### src/rtl/alu_pkg.sv
package alu_pkg;

    localparam int DATA_W = 8;
    localparam int NIB_W  = DATA_W / 2;

    typedef enum logic [3:0] {
        OP_ADD = 4'd0,
        OP_ADC = 4'd1,
        OP_SUB = 4'd2,
        OP_SBC = 4'd3,
        OP_CMP = 4'd4,
        OP_INC = 4'd5,
        OP_DEC = 4'd6,
        OP_DAA = 4'd7,
        OP_AND = 4'd8,
        OP_OR  = 4'd9,
        OP_XOR = 4'd10
    } alu_op_e;

    localparam logic [3:0] OP_LAST = 4'd10;

    typedef struct packed {
        logic z;
        logic n;
        logic h;
        logic c;
    } flags_t;

    function automatic logic [DATA_W-1:0] pack_flags(input flags_t f);
        return {f, {NIB_W{1'b0}}};
    endfunction

endpackage

### src/rtl/alu_addsub.sv
module alu_addsub
    import alu_pkg::*;
(
    input  logic [3:0]        op,
    input  logic [DATA_W-1:0] a,
    input  logic [DATA_W-1:0] b,
    input  flags_t            fi,
    output logic [DATA_W-1:0] y,
    output flags_t            fo
);

    logic              cin;
    logic [DATA_W:0]   wide;
    logic [NIB_W:0]    lo;

    always_comb begin
        cin  = ((op == OP_ADC) || (op == OP_SBC)) ? fi.c : 1'b0;
        wide = '0;
        lo   = '0;
        y    = a;
        fo   = fi;
        case (op)
            OP_ADD, OP_ADC: begin
                wide = {1'b0, a} + {1'b0, b} + (DATA_W+1)'(cin);
                lo   = {1'b0, a[NIB_W-1:0]} + {1'b0, b[NIB_W-1:0]} + (NIB_W+1)'(cin);
                y    = wide[DATA_W-1:0];
                fo.z = (y == '0);
                fo.n = 1'b0;
                fo.h = lo[NIB_W];
                fo.c = wide[DATA_W];
            end
            OP_SUB, OP_SBC, OP_CMP: begin
                wide = {1'b0, a} - {1'b0, b} - (DATA_W+1)'(cin);
                lo   = {1'b0, a[NIB_W-1:0]} - {1'b0, b[NIB_W-1:0]} - (NIB_W+1)'(cin);
                y    = (op == OP_CMP) ? a : wide[DATA_W-1:0];
                fo.z = (wide[DATA_W-1:0] == '0);
                fo.n = 1'b1;
                fo.h = lo[NIB_W];
                fo.c = wide[DATA_W];
            end
            OP_INC: begin
                y    = a + 1'b1;
                fo.z = (y == '0);
                fo.n = 1'b0;
                fo.h = (a[NIB_W-1:0] == {NIB_W{1'b1}});
            end
            OP_DEC: begin
                y    = a - 1'b1;
                fo.z = (y == '0);
                fo.n = 1'b1;
                fo.h = (a[NIB_W-1:0] == '0);
            end
            default: ;
        endcase
    end

endmodule

### src/rtl/alu_bcd_adj.sv
module alu_bcd_adj
    import alu_pkg::*;
(
    input  logic [DATA_W-1:0] a,
    input  flags_t            fi,
    output logic [DATA_W-1:0] y,
    output flags_t            fo
);

    localparam logic [DATA_W-1:0] FIX_LO   = 8'h06;
    localparam logic [DATA_W-1:0] FIX_HI   = 8'h60;
    localparam logic [DATA_W-1:0] BCD_MAX  = 8'h99;
    localparam logic [NIB_W-1:0]  DIGIT_MX = 4'd9;

    logic [DATA_W-1:0] corr;

    always_comb begin
        corr = '0;
        fo   = fi;
        if (fi.n) begin
            if (fi.h) corr = corr | FIX_LO;
            if (fi.c) corr = corr | FIX_HI;
            y = a - corr;
        end else begin
            if (fi.h || (a[NIB_W-1:0] > DIGIT_MX)) corr = corr | FIX_LO;
            if (fi.c || (a > BCD_MAX)) begin
                corr = corr | FIX_HI;
                fo.c = 1'b1;
            end
            y = a + corr;
        end
        fo.z = (y == '0);
        fo.h = 1'b0;
    end

endmodule

### src/rtl/alu_bitwise.sv
module alu_bitwise
    import alu_pkg::*;
(
    input  logic [3:0]        op,
    input  logic [DATA_W-1:0] a,
    input  logic [DATA_W-1:0] b,
    output logic [DATA_W-1:0] y,
    output flags_t            fo
);

    always_comb begin
        case (op)
            OP_AND:  y = a & b;
            OP_OR:   y = a | b;
            default: y = a ^ b;
        endcase
        fo.z = (y == '0);
        fo.n = 1'b0;
        fo.h = (op == OP_AND);
        fo.c = 1'b0;
    end

endmodule

### src/rtl/acc_alu_unit.sv
module acc_alu_unit
    import alu_pkg::*;
(
    input  logic              clk,
    input  logic              rst_n,
    input  logic              en,
    input  logic [3:0]        op,
    input  logic [DATA_W-1:0] a_in,
    input  logic [DATA_W-1:0] b_in,
    input  logic [NIB_W-1:0]  flags_in,
    output logic [DATA_W-1:0] result,
    output logic [DATA_W-1:0] flags_out,
    output logic [DATA_W-1:0] acc_q,
    output logic [DATA_W-1:0] flag_q
);

    typedef struct packed {
        logic [DATA_W-1:0] acc;
        logic [DATA_W-1:0] flg;
    } wb_state_t;

    flags_t            fi;
    logic [DATA_W-1:0] y_as, y_bcd, y_bit;
    flags_t            f_as, f_bcd, f_bit;
    flags_t            f_sel;
    wb_state_t         st_d, st_q;

    assign fi = flags_t'(flags_in);

    alu_addsub u_addsub (
        .op (op), .a (a_in), .b (b_in), .fi (fi), .y (y_as), .fo (f_as)
    );

    alu_bcd_adj u_bcd (
        .a (a_in), .fi (fi), .y (y_bcd), .fo (f_bcd)
    );

    alu_bitwise u_bit (
        .op (op), .a (a_in), .b (b_in), .y (y_bit), .fo (f_bit)
    );

    always_comb begin
        case (op)
            OP_ADD, OP_ADC, OP_SUB, OP_SBC, OP_CMP, OP_INC, OP_DEC: begin
                result = y_as;
                f_sel  = f_as;
            end
            OP_DAA: begin
                result = y_bcd;
                f_sel  = f_bcd;
            end
            OP_AND, OP_OR, OP_XOR: begin
                result = y_bit;
                f_sel  = f_bit;
            end
            default: begin
                result = a_in;
                f_sel  = fi;
            end
        endcase
        flags_out = pack_flags(f_sel);
    end

    always_comb begin
        st_d = st_q;
        if (en) begin
            st_d.acc = result;
            st_d.flg = flags_out;
        end
    end

    always_ff @(posedge clk or negedge rst_n) begin
        if (!rst_n) st_q <= '0;
        else        st_q <= st_d;
    end

    assign acc_q  = st_q.acc;
    assign flag_q = st_q.flg;

    AST_WRITE_BACK: assert property (@(posedge clk) disable iff (!rst_n)
        en |=> (acc_q == $past(result)) && (flag_q == $past(flags_out)));
    AST_HOLD: assert property (@(posedge clk) disable iff (!rst_n)
        !en |=> $stable(acc_q) && $stable(flag_q));
    AST_STEP_KEEPS_CARRY: assert property (@(posedge clk) disable iff (!rst_n)
        ((op == OP_INC) || (op == OP_DEC)) |-> (flags_out[4] == flags_in[0]));
    AST_CMP_KEEPS_A: assert property (@(posedge clk) disable iff (!rst_n)
        (op == OP_CMP) |-> (result == a_in) && flags_out[6]);
    AST_BCD_HALF_CLEAR: assert property (@(posedge clk) disable iff (!rst_n)
        (op == OP_DAA) |-> !flags_out[5] && (flags_out[7] == (result == '0)));
    AST_FLAG_LOW_ZERO: assert property (@(posedge clk) disable iff (!rst_n)
        flag_q[3:0] == '0);
    AST_SPARE_PASS: assert property (@(posedge clk) disable iff (!rst_n)
        (op > OP_LAST) |-> (result == a_in) && (flags_out[7:4] == flags_in));

endmodule

### config.mk
export PLATFORM = sky130hd
export DESIGN_NAME = acc_alu_unit
export DESIGN_NICKNAME = d
export VERILOG_FILES = /design/src/rtl/alu_pkg.sv /design/src/rtl/alu_addsub.sv /design/src/rtl/alu_bcd_adj.sv /design/src/rtl/alu_bitwise.sv /design/src/rtl/acc_alu_unit.sv
export SDC_FILE = /design/constraint.sdc
export NUM_CORES = 1
export LEC_CHECK = 0
export BUFFER_PORTS_ARGS = -buffer_cell sky130_fd_sc_hd__buf_2
export CORE_MARGIN = 2
export CORE_UTILIZATION = 55
export CTS_BUF_LIST = sky130_fd_sc_hd__clkbuf_4 sky130_fd_sc_hd__clkbuf_8
export DETAILED_ROUTE_END_ITERATION = 10
export PLACE_DENSITY = 0.79
export SYNTH_ARGS = -nofsm -noshare
export SYNTH_HDL_FRONTEND = slang
export SYNTH_SLANG_ARGS = --single-unit
### constraint.sdc
create_clock -name clk -period 8.5 [get_ports clk]
set_input_delay 0.85 -clock clk [delete_from_list [all_inputs] [get_ports clk]]
set_output_delay 0.85 -clock clk [all_outputs]
set_load 0.02 [all_outputs]
# Yosys cells after proc, flatten, opt, wreduce, memory -nomap -nowiden
# Index checks and enable logic that the tools add are counted.
# word_totals
mem_bits_ro	0
reg_bits	12
mem_bits_rw	0
memories	0
wordCells	62
inputBits	27
latchBits	0
# classes
muxes	17
n_mul	0
bitwise	3
order_cmp	2
n_reduce_logical	15
div_mod_pow	0
shifts	0
eq_ne	11
add_sub_neg	12
# op_table
op	count
$logic_not A8 Y1	6
$mux W8	4
$pmux W8 S4	1
$pmux W8 S3	1
$eq A4 B3 Y1 const B	4
$eq A4 B4 Y1 const B	4
$pmux W8 S2	1
$mux W7	2
$pmux W3 S4	1
$pmux W4 S3	1
$add A8 B8 Y9	1
$add A9 B1 Y9	1
$sub A8 B8 Y9	1
$sub A9 B1 Y9	1
$add A8 B1 Y8 const B	1
$add A8 B8 Y8	1
$and A8 B8 Y8	1
$eq A4 B2 Y1 const B	2
$gt A8 B8 Y1 const B	1
$logic_not A4 Y1	2
$or A8 B8 Y8	1
$sub A8 B1 Y8 const B	1
$sub A8 B8 Y8	1
$xor A8 B8 Y8	1
13 further kinds	19

# Depth between registers and ports, before layout
# logic_depth
ltp_word	9
ltp_mapped	17
ltp_nobuf	16

# Cells and area by module
# A second synthesis with hierarchy kept.
# unflattened
cells_unflattened	508
hier_area_um2	3793.6
# modules_own_cells
module	cells_per_inst	area_per_inst_um2	seq_area_each_um2	instances
alu_addsub	232	1640.3	0.0	1
acc_alu_unit	129	1182.4	300.3	1
alu_bitwise	83	520.5	0.0	1
alu_bcd_adj	64	450.4	0.0	1

# Least setup slack after synthesis
# Ideal clock, no wire load.
# synth_timing
path_type	in2out
from	input op[0]
to	output flags_out[7]
arrival_time_ps	3999
cell_stages	13
setup_slack_ps	3651
t_required_ps	7650
path_buffers	3
path_cell_list	clkbuf_1 > clkbuf_1 > clkbuf_1 > nand3_1 > fa_1 > fa_1 > o21a_1 > or3_1 > a211oi_1 > nand3b_1 > nor4b_1 > a41oi_1 > nand2_1
# synth_between
elab_chain_len	7
# synth_lines
item	line_no	source
from (decl)	acc_alu_unit.sv:7	input logic [3:0] op,
$eq A4 B1 Y1 / $eq A4 B2 Y1 (equally long branches)	alu_addsub.sv:17, alu_addsub.sv:22, acc_alu_unit.sv:43	
$logic_or A1 B1 Y1	alu_addsub.sv:17	cin = ((op == OP_ADC) || (op == OP_SBC)) ? fi.c : 1'b0;
$mux W1	alu_addsub.sv:17	
$sub A9 B1 Y9 / $add A9 B1 Y9 (equally long branches)	alu_addsub.sv:33, alu_addsub.sv:24	
$logic_not A8 Y1 (on tied branches)	alu_addsub.sv:36, alu_addsub.sv:27	
$pmux W3 S4	alu_addsub.sv:22	case (op)
$pmux W4 S3 (*)	acc_alu_unit.sv:43	case (op)
to (decl)	acc_alu_unit.sv:12	output logic [DATA_W-1:0] flags_out,
# Every way passes the cells marked *; elsewhere a longest branch is shown, timed or not.

# Worst setup path in the final report
# layout_timing
from	input a_in[1]
to	output result[3]
# layout_between
elab_chain_len	8
# layout_lines
item	line_no	source
from (decl)	acc_alu_unit.sv:8	input logic [DATA_W-1:0] a_in,
parallel branches: the longest is 7 deep, another holds $sub A8 B8 Y9	--	
$pmux W8 S3 (*)	acc_alu_unit.sv:43	
to (decl)	acc_alu_unit.sv:11	output logic [DATA_W-1:0] result,
# Mark *: on every way between the ends. The select of a mux whose other input is x is not followed.

==> flow_metrics.py <==
metrics = {
    "floorplan": {
        "die_area_mm2": 0.00648,
        "ioPinCount": 59,
        "die_w_um": 80.5,
        "initial_core_util_pct": 57.8,
        "row_count": 27,
        "die_h_um": 80.5,
        "fp.coreArea_mm2": 0.00557,
    },
    "synth": {
        "synthArstFlopShare_pct": 100,
        "synth-seq-cells": 12,
        "synth_area_mm2": 0.00322,
        "ys_seq_area_share_pct": 9.32,
        "syn_area_per_cell_um2": 7.32,
        "synth.top_cell.area_share_pct": 17.1,
        "ys.flop_type": "dfrtp_1",
        "yosysWarnings": 0,
        "yosys-top-cells-count": "ha_1 (44), nand2_1 (34), inv_1 (33), nor2_1 (33), o21ai_0 (31)",
        "synth-edff-count": 0,
        "syn_inst": 440,
        "yosysTopAreaCell": "ha_1",
        "synth.distinct_cells": 62,
        "yosysMostFrequentCell": "ha_1",
        "yosys-top-cells-area": "ha_1 (17%), dfrtp_1 (9.3%), o21ai_0 (4.8%), xnor2_1 (4.1%), nand2_1 (4.0%)",
    },
    "critical_path": {
        "required_ns": 7.65,
        "r2r_end": "acc_q[2]",
        "critPathKind": "in -> out",
        "rr_startpoint": "acc_q[2]",
        "cp-end-kind": "output port",
        "rrSetupSlack_ns": 7.74,
        "cp-startpoint": "a_in[1]",
        "r2r_cells": 1,
        "endpoint": "result[3]",
        "crit_fanout": 16,
        "crit_arrival_ns": 4.44,
        "cp-start-kind": "input pin",
    },
    "sta": {
        "post-route-min-period_ns": 5.29,
        "slew_headroom_pct": 58.2,
        "slew_viol_final": 0,
        "finalSetupViolCount": 0,
        "worst_pin_slew_ns": 0.627,
        "hold_viol": 0,
        "skew_ns": 0,
        "tns_ns": 0,
        "grt_setup_unrepaired": "false",
        "timing.final.crit_share_pct": 62.2,
        "fmax_mhz": 189,
    },
    "cts": {
        "cts_buffer_depth": 2,
        "htree_levels": 1,
        "clockRootBuffer": "clkbuf_8",
        "clock_sinks": 12,
        "cts_hold_buf": 0,
        "cts_tree": "done",
        "cts-buffers-inserted": 3,
        "insertion_delay_ns": 0.24,
        "cts_setup_buffers": 0,
        "ctsResizeCount": 0,
        "clk_pin_slew_ns": 0.05,
    },
    "placement": {
        "dpl-instance-area_mm2": 0.00344,
        "io_buffers": 50,
        "dp_hpwl_um": 8160,
        "gp_congestion": 0.989,
    },
    "drt": {
        "via_count": 3545,
        "viasPerCell": 6.55,
        "ant_nets": 0,
        "drt_wl_total_um": 10300,
        "firstDrtPassIters": 6,
        "drt_iter0_drc": 599,
        "route.detailed.drc": 0,
        "avgRoutedWirePerCell_um": 19.1,
    },
    "power_and_ir_drop": {
        "power_density_mw_per_mm2": 114,
        "cellLeakagePower_nw": 1.58,
        "peakVddDrop_mv": 0.167,
    },
    "grt": {
        "grt_pass1_vias": 3145,
        "grt_use_total_pct": 32.5,
        "antenna_found_initial": 0,
        "globalRoute.totalOverflow": 0,
        "grt_start_max_net_pins": 36,
        "grt_pass1_wl_um": 16400,
    },
    "layout": {
        "drive_gt1_share_pct": 15.4,
        "nets": 545,
        "fin_area_mm2": 0.00349,
        "antenna_cells": 0,
        "area_growth_pct": 8.43,
    },
    "flow_run": {
        "drv_cap": 0,
    },
    "worst_hold_path": {
        "hold_path.class": "in -> async",
    },
    "outcome": {
        "status": "complete, no violations",
    },
}
[worst max-delay path, cell delays in order]
cell and delay, ns:
buf_2 0.34, inv_1 0.30, ha_1 0.33, nor2_1 0.10, o21ai_0 0.12, nor2b_1 0.20, or2_2 0.31, nand2_1 0.10
ha_1 0.27, o21ai_0 0.25, nand2b_1 0.12, xor2_1 0.26, mux2i_1 0.12, a221o_1 0.35, o21ai_0 0.16, buf_2 0.24
[cell families after synthesis]
kind of cell,synth area share (%)
buffers and inverters,9.21
AND/OR/NAND/NOR,21.4
other,0.116
AO/OA/AOI/OAI,26.6
multiplexers,6.95
XOR/XNOR,6.80
flip-flops,9.32
adder cells (fa/ha/maj),19.6
[worst min-delay path by stage]
stage,cells after the start,end,start,slack (ns)
after floorplan,0,acc_q[0],rst_n,0.55
final,1,acc_q[5],rst_n,0.48
after CTS,1,acc_q[7],rst_n,0.48
after global placement,1,acc_q[6],acc_q[6],0.48
after global routing,1,acc_q[7],rst_n,0.49
after detailed placement,1,flag_q[4],flag_q[4],0.50
[placed cells by master, fill, tap and decap left out, types with 4 or more instances in the layout]
cell	count
buf_2	50
ha_1	44
nand2_1	34
inv_1	33
nor2_1	33
o21ai_0	31
a21oi_1	23
xnor2_1	15
nand3_1	14
nor3_1	12
dfrtp_1	12
mux2_2	11
mux2i_1	10
xor2_1	10
a211oi_1	9
conb_1	8
or3_1	7
a31oi_1	7
o2111ai_1	6
nor2b_1	5
o21a_1	5
nor4_1	5
nand4_1	5
o211ai_1	4
o31ai_1	4
o22ai_1	4
a21o_1	4
fa_1	4
clkbuf_8	4
[metal layers]
metal	global-route usage (%)	part of all wire [%]
met5	0	0
met4	5.08	1.6
met3	4.04	9.9
met2	53.5	45
met1	46.2	43
[final cells by class]
| type | count | area, µm² |
|---|---|---|
| clock buffer | 4 | 55.1 |
| fill | 525 | 2080 |
| inverter | 35 | 131 |
| multi-input combinational | 366 | 2650 |
| sequential | 12 | 300 |
| tap | 72 | 90.1 |
| timing repair buffer | 52 | 265 |
[power breakdown]
part	switching, mW	internal (mW)
registers	0.00524	0.0676
logic	0.168	0.0966
clock network	0.0201	0.0408
[state kept, by name, indices dropped and copies added (netlist names)]
name    cells
flag_q      4
acc_q       8
[metrics by stage]
stage	hold slack [ns]	util, %	power, mW	std cells	setup WS [ns]
after floorplan	0.554	-	0.258	447	3.65
after global placement	0.485	61.7	0.327	537	3.34
after detailed placement	0.495	61.7	0.332	537	3.29
after CTS	0.479	62.6	0.395	541	3.27
after global routing	0.495	62.6	0.426	541	2.96
final	0.478	62.6	0.398	541	3.21
Power figures use the tool's default switching activity.
